[src/rtl/syncAlignPkg.sv]
package syncAlignPkg;

  // Strobes from the control to the divider datapath
  typedef struct packed {
    logic advance;  // skip one divider count this edge
  } alignCmd_t;

endpackage

[src/rtl/phaseDiv.sv]
module phaseDiv
  import syncAlignPkg::*;
#(
  parameter int DIV_LOG2 = 2
) (
  input  logic                clk,
  input  logic                rstN,
  input  alignCmd_t           cmd,
  output logic [DIV_LOG2-1:0] phase,
  output logic                syncClk
);

  localparam int DW = DIV_LOG2;
  localparam logic [DW-1:0] STEP_ONE = DW'(1);
  localparam logic [DW-1:0] STEP_TWO = DW'(2);

  logic [DW-1:0] phaseNext;

  always_comb begin
    phaseNext = phase + (cmd.advance ? STEP_TWO : STEP_ONE);
  end

  always_ff @(posedge clk or negedge rstN) begin
    if (!rstN) begin
      phase   <= '0;
      syncClk <= 1'b1;
    end else begin
      phase   <= phaseNext;
      syncClk <= ~phaseNext[DW-1];
    end
  end

endmodule

[src/rtl/alignCtrl.sv]
module alignCtrl
  import syncAlignPkg::*;
#(
  parameter int DIV_LOG2    = 2,
  parameter int SYNC_STAGES = 2
) (
  input  logic                clk,
  input  logic                rstN,
  input  logic                syncIn,
  input  logic                autoEn,
  input  logic                hwManEn,
  input  logic                swAdvSet,
  input  logic [DIV_LOG2-1:0] phase,
  output alignCmd_t           cmd,
  output logic                locked,
  output logic                swAdvPending
);

  localparam int DW         = DIV_LOG2;
  localparam int DIV        = 1 << DIV_LOG2;
  localparam int LOCK_PHASE = SYNC_STAGES % DIV;
  localparam logic [DW-1:0] LOCK_VAL = DW'(LOCK_PHASE);

  // synchronizer stages plus one flop for edge detection
  logic [SYNC_STAGES:0] syncPipe;

  always_ff @(posedge clk or negedge rstN) begin
    if (!rstN) syncPipe[0] <= 1'b0;
    else       syncPipe[0] <= syncIn;
  end

  for (genvar g = 1; g <= SYNC_STAGES; g++) begin : gSync
    always_ff @(posedge clk or negedge rstN) begin
      if (!rstN) syncPipe[g] <= 1'b0;
      else       syncPipe[g] <= syncPipe[g-1];
    end
  end

  logic syncRise;
  logic phaseMatch;
  logic modeAuto, modeHw, modeSw;
  logic swApply;

  always_comb begin
    syncRise    = syncPipe[SYNC_STAGES-1] & ~syncPipe[SYNC_STAGES];
    phaseMatch  = (phase == LOCK_VAL);
    modeAuto    = autoEn;
    modeHw      = ~autoEn & hwManEn;
    modeSw      = ~autoEn & ~hwManEn;
    swApply     = modeSw & swAdvPending;
    cmd.advance = (modeAuto & syncRise & ~phaseMatch)
                | (modeHw & syncRise)
                | swApply;
  end

  always_ff @(posedge clk or negedge rstN) begin
    if (!rstN) begin
      locked       <= 1'b0;
      swAdvPending <= 1'b0;
    end else begin
      if (!autoEn)       locked <= 1'b0;
      else if (syncRise) locked <= phaseMatch;
      swAdvPending <= (swAdvPending & ~swApply) | swAdvSet;
    end
  end

endmodule

[src/rtl/syncClkAligner.sv]
module syncClkAligner
  import syncAlignPkg::*;
#(
  parameter int DIV_LOG2    = 2,
  parameter int SYNC_STAGES = 2
) (
  input  logic clk,
  input  logic rstN,
  input  logic syncIn,
  input  logic autoEn,
  input  logic hwManEn,
  input  logic swAdvSet,
  output logic syncClk,
  output logic locked,
  output logic swAdvPending
);

  localparam int DW = DIV_LOG2;

  alignCmd_t     cmd;
  logic [DW-1:0] phaseVal;

  alignCtrl #(
    .DIV_LOG2   (DIV_LOG2),
    .SYNC_STAGES(SYNC_STAGES)
  ) u_ctrl (
    .clk         (clk),
    .rstN        (rstN),
    .syncIn      (syncIn),
    .autoEn      (autoEn),
    .hwManEn     (hwManEn),
    .swAdvSet    (swAdvSet),
    .phase       (phaseVal),
    .cmd         (cmd),
    .locked      (locked),
    .swAdvPending(swAdvPending)
  );

  phaseDiv #(
    .DIV_LOG2(DIV_LOG2)
  ) u_div (
    .clk    (clk),
    .rstN   (rstN),
    .cmd    (cmd),
    .phase  (phaseVal),
    .syncClk(syncClk)
  );

endmodule

[config.mk]
export PLATFORM = sky130hd
export DESIGN_NAME = syncClkAligner
export DESIGN_NICKNAME = d
export VERILOG_FILES = /design/src/rtl/syncAlignPkg.sv /design/src/rtl/phaseDiv.sv /design/src/rtl/alignCtrl.sv /design/src/rtl/syncClkAligner.sv
export SDC_FILE = /design/constraint.sdc
export NUM_CORES = 1
export LEC_CHECK = 0
export ABC_AREA = 1
export BUFFER_PORTS_ARGS = -buffer_cell sky130_fd_sc_hd__buf_2
export CORE_AREA = 3 3 40 42
export DETAILED_ROUTE_END_ITERATION = 7
export DIE_AREA = 0 0 43 45
export GPL_ROUTABILITY_DRIVEN = 0
export GPL_TIMING_DRIVEN = 0
export PLACE_DENSITY = 0.55
export SYNTH_ARGS = -nofsm -noshare
export SYNTH_HDL_FRONTEND = slang
export SYNTH_HIERARCHICAL = 1
export SYNTH_SLANG_ARGS = --single-unit
[constraint.sdc]
create_clock -name clk -period 3.5 [get_ports clk]
set_input_delay 0 -clock clk [delete_from_list [all_inputs] [get_ports clk]]
set_output_delay 0 -clock clk [all_outputs]
set_load 0.01 [all_outputs]
==> flow_summary.yaml <==
floorplan:
  die_x_um: 43
  die-area_sq_um: 1935
  die_h_um: 45
  rows: 13
  pin_count: 9
  initial_core_util: 0.2697
  core_area_sq_um: 1285
power_and_ir_drop:
  p_leak_nw: 0.2579
  worst_ir_drop_vdd_mv: 0.2621
  powerDensity_nw_per_um2: 621.0
synthesis:
  synth-seq-area-share: 0.5812
  syn-num-nets: 46
  synth_cells: 39
  ys_warn_count: 6
  synth-seq-cells: 8
  synth.distinct_cells: 11
  syn_area_per_cell_sq_um: 8.887
  syn_area_sq_um: 346.6
detailed_routing:
  drtIter0Drc: 6
  routed_wl_um: 576
  drc: 0
  dr.pass1.iters: 3
  via_count: 270
  wl_per_cell_um: 8.348
  viasPerCell: 3.913
  ant_nets: 0
final_layout:
  mostFrequentLayoutCell: "nand2_1"
  fin_cells: 69
  syn2layout_area_growth_pct: 33.21
  insertedDiodeCount: 0
  layout_common_cells: "nand2_1, buf_2, inv_1, nand3_1, dfrtp_1"
  fin_nets: 62
  drive_gt1_frac: 0.3148
setup_path:
  cp_max_fo: 3
  critPathArrivalTime_ns: 1.42
  critPathKind: "reg -> reg"
  cp.required_ns: 3.70
  slowest_stage: "dfrtp_1"
  endpoint_kind: "flip-flop"
  path_cells: "inv_1, nor2_2, nand3_1, nand2_1, inv_2, ha_1, inv_1, nand3_1, nand2_1"
  max_stage_delay_ns: 0.36
  worst-path-buf-inv: 3
  cpLargestDelayFamily: "simple AND/OR/NAND/NOR gates"
  start_kind: "flip-flop"
grt:
  grt_pass1_vias: 239
  grt_pass1_wl_um: 952
  antenna_found_initial: 0
  grt_use_total: 0.07089
  grt_max_degree: 9
  globalRouteOverflowTotal: 0
place:
  dp.cells: 62
  hpwl_um: 411
  portBuffers: 8
clocking:
  path_clk_slew_ns: 0.06
  numCtsBuffers: 3
  post_cts_buffers: 0
  cts_root_buffer: "clkbuf_4"
  clockBufferDepth: 2
  clock_sinks: 8
  clk-insertion-delay-late_ns: 0.25
  tritoncts: "done"
  ctsHtreeMaxLevel: 1
sta:
  rsz0062_at_grt: "false"
  slew_viol_final: 0
  tightest_slew_ns: 0.1698
  fin_worst_skew_ns: 0.007672
  hold_viol: 0
  max_freq_mhz: 821.2
  slew_headroom: 0.8868
  tns_ns: 0
  setup_viol: 0
  fin_crit_sh: 0.3479
  finalWorstPathRequiredPeriod_ns: 1.218
flow_run:
  max_cap_viol_count: 0
hold_path:
  hp-class: "in -> reg"
run_status:
  outcome: "completed"
## cell type report
| type | count | area (sq um) |
|---|---|---|
| fill | 130 | 823.3 |
| sequential | 8 | 201.4 |
| multi-input combinational | 22 | 111.4 |
| timing repair buffer | 11 | 70.07 |
| inverter | 9 | 33.78 |
| clock buffer | 4 | 26.28 |
| tap | 15 | 18.77 |
## power breakdown
group          switching, W  total [W]  internal (W)
clock network     0.0000325  0.0000761     0.0000437
registers         0.0000136   0.000132      0.000119
logic             0.0000450  0.0000784     0.0000334
## repair_timing
item,4_1_cts,5_1_grt
hold endpoints to repair,10,0
hold buffers,3,0
gates resized for setup,0,0
## Yosys cell counts
library cell  instances  area share
inv_2                 2       0.022
dfrtp_1               7        0.51
nand2_1               9       0.097
nand2_2               2       0.036
nor2_1                1       0.011
nor2_2                1       0.018
nand3_1               7        0.10
a21o_1                1       0.022
ha_1                  1       0.036
inv_1                 7       0.076
dfstp_2               1       0.076
## worst paths after layout
kind / start / to / slack, ns / cells after the start
min in group asynchronous: rstN / u_div/phase[1]$_DFF_PN0_ / 0.10 / 2
max in group asynchronous: rstN / u_div/syncClk$_DFF_PN1_ / 3.16 / 2
worst min-delay path: autoEn / u_ctrl/locked$_DFFE_PN0P_ / 0.03 / 3
worst max register to register: u_ctrl/syncPipe[1]$_DFF_PN0_ / u_div/phase[1]$_DFF_PN0_ / 2.28 / 9
worst min register to register: u_ctrl/syncPipe[0]$_DFF_PN0_ / u_ctrl/syncPipe[1]$_DFF_PN0_ / 0.34 / 0
worst max-delay path: u_ctrl/syncPipe[1]$_DFF_PN0_ / u_div/phase[1]$_DFF_PN0_ / 2.28 / 9
## per-stage QoR
stage                     area [sq um]  power (W)  hold WS, ns    util  worst slack, ns
after detailed placement         405.4  0.0002110      -0.1533  0.3155            2.276
after floorplan                  346.6  0.0001881      -0.2956       -            2.369
after CTS                        461.7  0.0002915      0.02031  0.3593            2.274
final                            461.7  0.0002867      0.03044  0.3593            2.282
after global routing             461.7  0.0003118      0.03356  0.3593            2.136
after global placement           405.4  0.0002096      -0.1526  0.3155            2.295
## worst register-to-register path, delay by kind of cell (launching register included)
family	cells	cell delay (ns)
simple gates	5	0.40
flops	1	0.36
fa+ha+maj	1	0.22
buf+inv	3	0.18
## cells by family after synthesis
logic type,Yosys count,synth area share
AO/OA/AOI/OAI,1,0.02167
adder cells (fa/ha/maj),1,0.03610
buffers and inverters,9,0.09749
flip-flops,8,0.5812
AND/OR/NAND/NOR,20,0.2635
## per-layer routing
metal,global-route usage,wire [um],vias to the layer above,share of wire
met5,0,0,-,0
met4,0.07229,0,0,0
met3,0.03984,51,0,0.089
met2,0.08383,267,5,0.46
met1,0.08521,256,118,0.44
li1,-,-,147,-
## flip-flops by register name, indices dropped and copies added (netlist names)
name and flops:
u_ctrl/swAdvPending 1, u_div/syncClk 1, u_div/phase 2, u_ctrl/syncPipe 3, u_ctrl/locked 1
Note: power is estimated with default switching activity, not from simulation.
